`src/rtl/pwmb_pkg.sv`:
```
package pwmb_pkg;

  localparam int WORD_W = 32;
  localparam int PER_W  = 8;
  localparam int DUTY_W = 8;
  localparam int MAP_W  = 4;
  localparam int IDX_W  = MAP_W - 1;

  // generator settings, used both as shadow and active copy
  typedef struct packed {
    logic [PER_W-1:0]  per;
    logic [DUTY_W-1:0] hi;
    logic [DUTY_W-1:0] lo;
  } gen_cfg_t;

  localparam gen_cfg_t CFG_RST = '{per: 8'd1, hi: 8'd0, lo: 8'd255};

endpackage

```
`src/rtl/pwmb_regs.sv`:
```
module pwmb_regs
  import pwmb_pkg::*;
#(
  parameter int NUM_GEN = 8,
  parameter int NUM_CH  = 33,
  parameter int ADDR_W  = 4
) (
  input  logic                            clk,
  input  logic                            rst,
  input  logic                            wr_en_i,
  input  logic [ADDR_W-1:0]               wr_addr_i,
  input  logic [WORD_W-1:0]               wr_data_i,
  output gen_cfg_t [NUM_GEN-1:0]          shadow_o,
  output logic [NUM_CH-1:0][MAP_W-1:0]    map_o
);

  localparam int DUTY_PER_WORD = WORD_W / (2 * DUTY_W);
  localparam int PER_PER_WORD  = WORD_W / PER_W;
  localparam int MAP_PER_WORD  = WORD_W / MAP_W;
  localparam int DUTY_WORDS    = (NUM_GEN + DUTY_PER_WORD - 1) / DUTY_PER_WORD;
  localparam int PER_WORDS     = (NUM_GEN + PER_PER_WORD - 1) / PER_PER_WORD;
  localparam int PER_BASE      = DUTY_WORDS;
  localparam int MAP_BASE      = PER_BASE + PER_WORDS;

  gen_cfg_t [NUM_GEN-1:0]       shadow_q;
  logic [NUM_CH-1:0][MAP_W-1:0] map_q;

  always_ff @(posedge clk) begin
    if (rst) begin
      for (int g = 0; g < NUM_GEN; g++) shadow_q[g] <= CFG_RST;
      map_q <= '0;
    end else if (wr_en_i) begin
      for (int g = 0; g < NUM_GEN; g++) begin
        if (int'(wr_addr_i) == g / DUTY_PER_WORD) begin
          shadow_q[g].hi <= wr_data_i[(g % DUTY_PER_WORD) * 2 * DUTY_W +: DUTY_W];
          shadow_q[g].lo <= wr_data_i[(g % DUTY_PER_WORD) * 2 * DUTY_W + DUTY_W +: DUTY_W];
        end
        if (int'(wr_addr_i) == PER_BASE + g / PER_PER_WORD)
          shadow_q[g].per <= wr_data_i[(g % PER_PER_WORD) * PER_W +: PER_W];
      end
      for (int k = 0; k < NUM_CH; k++) begin
        if (int'(wr_addr_i) == MAP_BASE + k / MAP_PER_WORD)
          map_q[k] <= wr_data_i[(k % MAP_PER_WORD) * MAP_W +: MAP_W];
      end
    end
  end

  assign shadow_o = shadow_q;
  assign map_o    = map_q;

endmodule

```
`src/rtl/pwmb_gen.sv`:
```
module pwmb_gen
  import pwmb_pkg::*;
(
  input  logic             clk,
  input  logic             rst,
  input  logic             tick_i,
  input  gen_cfg_t         shadow_i,
  output logic             level_o,
  output logic             wrap_o,
  output logic [PER_W-1:0] act_per_o,
  output logic [PER_W-1:0] cnt_o
);

  localparam int PROD_W = PER_W + DUTY_W + 1;

  gen_cfg_t           act_q;
  logic [PER_W-1:0]   cnt_q;
  logic               level_q;
  logic [PER_W-1:0]   per_eff;
  logic               at_end;
  logic [DUTY_W:0]    span;
  logic [PROD_W-1:0]  lhs;
  logic [PROD_W-1:0]  rhs;
  logic               high_now;

  always_comb begin
    per_eff  = (act_q.per == '0) ? PER_W'(1) : act_q.per;
    at_end   = ({1'b0, cnt_q} + (PER_W + 1)'(1)) >= {1'b0, per_eff};
    span     = {1'b0, act_q.hi} + {1'b0, act_q.lo};
    lhs      = PROD_W'(cnt_q) * PROD_W'(span);
    rhs      = PROD_W'(per_eff) * PROD_W'(act_q.hi);
    high_now = lhs < rhs;
  end

  always_ff @(posedge clk) begin
    if (rst) begin
      act_q   <= CFG_RST;
      cnt_q   <= '0;
      level_q <= 1'b0;
    end else begin
      level_q <= high_now;
      if (tick_i) begin
        if (at_end) begin
          cnt_q <= '0;
          act_q <= shadow_i;
        end else begin
          cnt_q <= cnt_q + PER_W'(1);
        end
      end
    end
  end

  assign level_o   = level_q;
  assign wrap_o    = tick_i & at_end;
  assign act_per_o = act_q.per;
  assign cnt_o     = cnt_q;

endmodule

```
`src/rtl/pwmb_route.sv`:
```
module pwmb_route
  import pwmb_pkg::*;
#(
  parameter int NUM_GEN = 8,
  parameter int NUM_CH  = 33
) (
  input  logic                         clk,
  input  logic                         rst,
  input  logic [NUM_CH-1:0][MAP_W-1:0] map_i,
  input  logic [NUM_GEN-1:0]           level_i,
  output logic [NUM_CH-1:0]            ch_o
);

  logic [NUM_CH-1:0] sel;
  logic [NUM_CH-1:0] ch_q;

  for (genvar k = 0; k < NUM_CH; k++) begin : g_sel
    if (NUM_GEN == (1 << IDX_W)) begin : g_full
      assign sel[k] = map_i[k][MAP_W-1] & level_i[map_i[k][IDX_W-1:0]];
    end else begin : g_part
      logic [(1<<IDX_W)-1:0] lvl_ext;
      assign lvl_ext = {{((1<<IDX_W)-NUM_GEN){1'b0}}, level_i};
      assign sel[k]  = map_i[k][MAP_W-1] & lvl_ext[map_i[k][IDX_W-1:0]];
    end
  end

  always_ff @(posedge clk) begin
    if (rst) ch_q <= '0;
    else     ch_q <= sel;
  end

  assign ch_o = ch_q;

endmodule

```
`src/rtl/pwm_gen_bank.sv`:
```
module pwm_gen_bank
  import pwmb_pkg::*;
#(
  parameter int NUM_GEN = 8,
  parameter int NUM_CH  = 33,
  parameter int NUM_PIN = 16,
  parameter int ADDR_W  = 4
) (
  input  logic                      clk,
  input  logic                      rst,
  input  logic                      tick_i,
  input  logic                      wr_en_i,
  input  logic [ADDR_W-1:0]         wr_addr_i,
  input  logic [WORD_W-1:0]         wr_data_i,
  output logic [NUM_PIN-1:0]        pin_o,
  output logic [NUM_CH-NUM_PIN-1:0] ser_o
);

  gen_cfg_t [NUM_GEN-1:0]           shadow;
  logic [NUM_CH-1:0][MAP_W-1:0]     map_w;
  logic [NUM_GEN-1:0]               gen_level;
  logic [NUM_GEN-1:0]               gen_wrap;
  logic [NUM_GEN-1:0][PER_W-1:0]    gen_act_per;
  logic [NUM_GEN-1:0][PER_W-1:0]    gen_cnt;
  logic [NUM_CH-1:0]                ch_out;

  pwmb_regs #(
    .NUM_GEN(NUM_GEN), .NUM_CH(NUM_CH), .ADDR_W(ADDR_W)
  ) u_regs (
    .clk(clk), .rst(rst),
    .wr_en_i(wr_en_i), .wr_addr_i(wr_addr_i), .wr_data_i(wr_data_i),
    .shadow_o(shadow), .map_o(map_w)
  );

  for (genvar g = 0; g < NUM_GEN; g++) begin : g_gen
    pwmb_gen u_gen (
      .clk(clk), .rst(rst), .tick_i(tick_i),
      .shadow_i(shadow[g]),
      .level_o(gen_level[g]), .wrap_o(gen_wrap[g]),
      .act_per_o(gen_act_per[g]), .cnt_o(gen_cnt[g])
    );
  end

  pwmb_route #(
    .NUM_GEN(NUM_GEN), .NUM_CH(NUM_CH)
  ) u_route (
    .clk(clk), .rst(rst),
    .map_i(map_w), .level_i(gen_level), .ch_o(ch_out)
  );

  assign pin_o = ch_out[NUM_PIN-1:0];
  assign ser_o = ch_out[NUM_CH-1:NUM_PIN];

endmodule

```
`config.mk`:
```
export PLATFORM = sky130hd
export DESIGN_NAME = pwm_gen_bank
export DESIGN_NICKNAME = d
export VERILOG_FILES = /design/src/rtl/pwmb_pkg.sv /design/src/rtl/pwmb_regs.sv /design/src/rtl/pwmb_gen.sv /design/src/rtl/pwmb_route.sv /design/src/rtl/pwm_gen_bank.sv
export SDC_FILE = /design/constraint.sdc
export NUM_CORES = 2
export LEC_CHECK = 0
export ABC_AREA = 1
export BUFFER_PORTS_ARGS = -buffer_cell sky130_fd_sc_hd__buf_2
export CAP_MARGIN = 30
export CORE_ASPECT_RATIO = 1.1
export CORE_UTILIZATION = 58
export DETAILED_ROUTE_END_ITERATION = 16
export GPL_ROUTABILITY_DRIVEN = 0
export PLACE_DENSITY = 0.74
export SLEW_MARGIN = 25
export SYNTH_ARGS = -nofsm -noshare
export SYNTH_HDL_FRONTEND = slang
export SYNTH_SLANG_ARGS = --single-unit
export TNS_END_PERCENT = 10
```
`constraint.sdc`:
```
create_clock -name clk -period 12.6 [get_ports clk]
set_input_delay 0 -clock clk [delete_from_list [all_inputs] [get_ports clk]]
set_output_delay 0 -clock clk [all_outputs]
set_load 0.02 [all_outputs]
```
; ---- After elaboration in Yosys (flattened, before gate mapping)
; Cells that the tools add are included.
[totals]
out_inout_bits = 33
in_bits = 40
wordCells = 340
register_bits = 621
[classes]
eq_ne = 10
muxes = 82
n_addsub = 24
order_cmp = 49
n_reduce_logical = 28
n_mul = 16
bitwise_logic = 33
[ops]
columns = cell, n
row1 = $lt 17x16->1, 8
row2 = $mul 8x9->17, 8
row3 = $lt 3x4->1 const B, 33
row4 = $mul 8x8->16, 8
row5 = $mux 8, 16
row6 = $bmux 1 s3, 33
row7 = $add 8x1->9 const B, 8
row8 = $add 8x8->9, 8
row9 = $ge 9x8->1, 8
row10 = $add 8x1->8 const B, 8
row11 = $logic_not 8->1, 8
row12 = $reduce_and 2->1, 19
row13 = $and 1x1->1, 33
row14 = $mux 1, 33
row15 = $eq 4x4->1 const B, 7
row16 = $eq 4x3->1 const B, 2
row17 = $eq 4x2->1 const B, 1
row18 = $logic_not 4->1, 1

; ---- Longest topological paths before layout
[depth]
word_depth = 4
depth_mapped = 32
ltp_nobuf = 32

; ---- Hierarchy
; Synthesis repeated with hierarchy kept, for this count alone.
[hier_totals]
cells_unflattened = 9953
area_unflattened_um2 = 70353.7
[modules_own_cells]
columns = mod, n_inst, seq_area_each_um2, area_per_inst_um2, cells_per_inst
row1 = pwmb_gen at g_gen[0].u_gen ..., 3, 660.6, 6801.5, 936
row2 = pwmb_regs, 1, 6486.2, 12114.1, 1747
row3 = pwmb_gen at g_gen[4].u_gen, 1, 660.6, 6957.9, 942
row4 = pwmb_gen at g_gen[5].u_gen, 1, 660.6, 6837.8, 921
row5 = pwmb_gen at g_gen[1].u_gen, 1, 660.6, 6739.0, 919
row6 = pwmb_gen at g_gen[6].u_gen, 1, 660.6, 6668.9, 912
row7 = pwmb_gen at g_gen[7].u_gen, 1, 660.6, 6663.9, 909
row8 = pwmb_route, 1, 660.6, 3967.6, 795

; ---- Least setup slack after synthesis
; OpenSTA, ideal clock, no wires.
[synth_timing]
kind = register to register
from = register g_gen[7].u_gen.act_q[9] in the netlist's numbering
to = register g_gen[7].u_gen.level_q
path_buffers = 1
arrival_ns = 5.915
stages_incl_launch_ff = 32
slack_ns = 6.621
setup_ns = 0.064
cell_sequence = dfxtp_1 > clkbuf_1 > inv_1 > fa_1 > o21ai_0 > nand2_1 > nand2_1 > a21oi_1 > xor2_1 > nor2_1 > fa_1 > fa_1 > fa_1 > inv_1 > fa_1 > inv_1 > ha_1 > a21oi_1 > nor2_1 > nor2_1 > o21ai_0 > xor2_1 > ha_1 > nand2_1 > nor2_1 > a211oi_1 > nand2_1 > nand2_1 > nand2_1 > nand2_1 > nand2_1 > nor2_1
[synth_between]
elab_chain_cells = 3
elab_cells_between_ends = 4
cone_classes = add/sub (1) / mul (2) / order compare (1)
[synth_rtl]
columns = element, line
row1 = "start, declared", pwmb_gen.sv:16  ; gen_cfg_t act_q;
row2 = "start signal, assigned", pwmb_gen.sv:45  ; act_q <= shadow_i;
row3 = $add 8x8->9, pwmb_gen.sv:29  ; span = {1'b0, act_q.hi} + {1'b0, act_q.lo};
row4 = $mul 8x9->17, pwmb_gen.sv:30  ; lhs = PROD_W'(cnt_q) * PROD_W'(span);
row5 = $lt 17x16->1 *, pwmb_gen.sv:32  ; high_now = lhs < rhs;
row6 = "end signal, assigned", pwmb_gen.sv:41  ; level_q <= high_now;
row7 = "end, declared", pwmb_gen.sv:18  ; logic level_q;
; Every way passes the cells marked *; elsewhere a longest branch is shown, timed or not.
; A chain may end at the register's enable or synchronous reset.

; ---- Worst setup path after layout
[layout_timing]
from = register g_gen[5].u_gen.act_q[8] in the netlist's numbering
to = register g_gen[5].u_gen.level_q
[layout_between]
elab_chain_cells = 3
elab_cells_between_ends = 4
cone_classes = add/sub (1) / mul (2) / order compare (1)
[layout_rtl]
columns = element, line
row1 = "start, declared", pwmb_gen.sv:16
row2 = "start signal, assigned", pwmb_gen.sv:45
row3 = $add 8x8->9, pwmb_gen.sv:29
row4 = $mul 8x9->17, pwmb_gen.sv:30
row5 = $lt 17x16->1 *, pwmb_gen.sv:32
row6 = "end signal, assigned", pwmb_gen.sv:41
row7 = "end, declared", pwmb_gen.sv:18
; Marks and branches as above.

==> results_dict.tcl <==
set metrics [dict create \
    outcome "finished, final reports clean" \
    cap_violations 0 \
    yosys.area_share.simple_pct 20.60 \
    fin_ws_ns 5.750 \
    yosys.area.top_type "fa_1" \
    grt_pass1_vias 58295 \
    core_mm2 0.1148 \
    die_width_um 327.2 \
    crit_type "flip-flop to flip-flop" \
    cts_tree "yes" \
    cts_setup_buffers 0 \
    setup_viol 0 \
    clock_sinks 621 \
    worstMarginPinSlew_ns 1.024 \
    critPathRequiredTime_ns 13.14 \
    rsz0062_at_grt "false" \
    drc 0 \
    tns_ns 0 \
    num-nets-final 10569 \
    crit_fanout 10 \
    final_common_cell "inv_1" \
    ctsLongestPathBuffers 3 \
    postRouteAntennaNets 0 \
    min_path_type "input pin to flip-flop" \
    rows 130 \
    cts.reportedPaths.clkPinSlew_ns 0.06 \
    maxSlewViolCount 0 \
    io_buffers 72 \
    power_leakage_uw 0.03927 \
    initial_utilization_pct 58.76 \
    synth-compound-area-share_pct 10.08 \
    grt_max_degree 180 \
    cts_root_buffer "clkbuf_16" \
    power_density_mw_per_mm2 161.9 \
    synth_cells 9244 \
    grt_antenna_before_repair 14 \
    timing.final.crit_share_pct 54.37 \
    synthMuxAreaShare_pct 0.4895 \
    grt_first_pass_wirelength_mm 291.0 \
    grtUsageTotal_pct 30.08 \
    clock_latency_ns 0.63 \
    final.min_clock_period_ns 6.850 \
    synthFlopType "dfxtp_1" \
    critPathMaxStageDelay_ns 0.62 \
    synth.distinct_cells 50 \
    worst_setup_path_start_kind "flip-flop" \
    routed_wl_mm 175.7 \
    syn_to_final_growth_pct 5.244 \
    ctsResizeCount 0 \
    synthAdderAreaFrac_pct 34.32 \
    synth-edff-count 0 \
    htreeDepth 3 \
    dieArea_mm2 0.1177 \
    finalClockSkew_ns 0.03031 \
    drive_above_1_share_pct 3.186 \
    synth_top_family_by_area "adder cells" \
    drt_iter0_drc 4423 \
    syn_nets 10756 \
    place_ws_ns 5.931 \
    hold_viol_final 0 \
    yosysSeqAreaShare_pct 18.42 \
    end_kind "flip-flop" \
    relSlewSlack_pct 31.76 \
    cts_made_buffers 69 \
    yosysWarnings 0 \
    layout_common_cells "inv_1 (1814), nand2_1 (1550), nor2_1 (1164), ha_1 (840), fa_1 (632)" \
    irDropWorstVdd_uv 199.5 \
    fp.dieH_um 359.7 \
    grt-ovfl-total 0 \
    fmax_mhz 146.0 \
    pin_count 73 \
    arrival_ns 7.39 \
    synth_seq_cells 621 \
    dp_hpwl_mm 130.9 \
    avgSynthCellArea_um2 7.300 \
    synthTopCellsByArea "fa_1 (19%), dfxtp_1 (18%), ha_1 (16%)" \
    synth_top_area_share_pct 18.75 \
    async_flop_share_pct 0 \
    cpMostUsedCell "nand2_1" \
    drt_first_pass_iters 6 \
    synthesis.area_mm2 0.06748 \
    slowest_stage "xor2_1" \
    via_per_inst 5.530 \
    wl_per_cell_um 16.53 \
    num_vias 58775 \
    yosys.area_share.xor_xnor_pct 3.414 \
]
-- final timing paths --
path	from	endpoint	slack, ns	cells after the start
worst max-delay path	g_gen[5].u_gen.act_q[8]	g_gen[5].u_gen.level_o	5.75	30
worst min-delay path	rst	u_regs.map_o[0]	0.08	4
worst max register to register	g_gen[5].u_gen.act_q[8]	g_gen[5].u_gen.level_o	5.75	30
worst min register to register	u_regs.shadow_o[19]	u_regs.shadow_o[19]	0.45	2
-- power breakdown --
part           switching (µW)  internal [µW]
registers                 601           2230
clock network             861           1160
logic                    4400           2250
total                    5860           5640
-- routing by layer --
| metal | part of all wire, % | vias to the layer above | track usage [%] |
|---|---|---|---|
| met5 | 0.039 | - | 0 |
| met3 | 8.2 | 380 | 4.364 |
| met4 | 3.1 | 6 | 9.767 |
| met2 | 47 | 2146 | 50.98 |
| met1 | 42 | 27911 | 39.21 |
| li1 | - | 28332 | - |
-- metrics by stage --
step	total power, µW	util (%)	hold slack (ns)	cell area (µm²)	cells
after CTS	11470	61.79	0.02912	70960	10618
final	11500	61.84	0.07561	71020	10629
after detailed placement	9396	59.53	0.4156	68360	10465
after floorplan	7728	-	0.1916	67480	9244
after global placement	9208	59.53	0.4193	68360	10465
after global routing	12580	61.83	0.07071	71010	10624
-- worst max-delay path, delay by kind of cell (launching register included) --
family	cells	cell delay (ns)
AOI/OAI and AO/OA	6	1.20
xor gates and xnor gates	2	0.82
adders and majority gates	8	3.24
buffers and inverters	3	0.14
DFF	1	0.50
and+or+nand+nor	11	0.85
-- Yosys cell counts (6+ instances only) --
master and count:
inv_1 1817, nand2_1 1550, nor2_1 1167, ha_1 840, fa_1 632, dfxtp_1 621, a21oi_1 532, o21ai_0 523
nand3_1 431, clkbuf_1 318, xor2_1 193, nand4_1 95, xnor2_1 70, buf_1 38, o221ai_1 38, mux2i_1 33
o2111a_1 33, o21bai_1 32, nor3_1 31, or2_2 31, nand3b_1 27, a21boi_0 25, buf_2 22, a31oi_1 18
nor4_1 16, buf_4 14, o21a_1 13, inv_2 11, clkinv_1 10, a211oi_1 8, buf_6 8, nor2_2 6
-- state kept, by name (all words and copies together), names as in the netlist --
signal                 flops
g_gen.u_gen.level_o        8
u_route.ch_o              33
u_regs.map_o             132
g_gen.u_gen.act_per_o     64
g_gen.u_gen.cnt_o         64
g_gen.u_gen.act_q        128
u_regs.shadow_o          192
-- area by class of cell --
type / instances / area [µm²]
repair buffers: 144 / 1028
multi-input cells: 6383 / 46500
clock inverters: 23 / 250.2
inverters: 1838 / 6908
flip-flops and latches: 621 / 12440
diodes: 10 / 25.02
well taps: 1518 / 1899
clock buffers: 92 / 1967
fillers: 10228 / 43820
-- kinds of logic after synthesis --
| family | Yosys count |
|---|---|
| flops | 621 |
| buf+inv | 2240 |
| fa+ha+maj | 1472 |
| xor+xnor | 263 |
| mux | 33 |
| simple gates | 3379 |
| compound gates | 1236 |
-- what timing repair did --
item | 4_1_cts | 5_1_grt
hold endpoints to repair | 350 | 0
endpoints found under the setup margin | 0 | 0
hold buffers | 38 | 0
(Power assumes the default switching activity.)
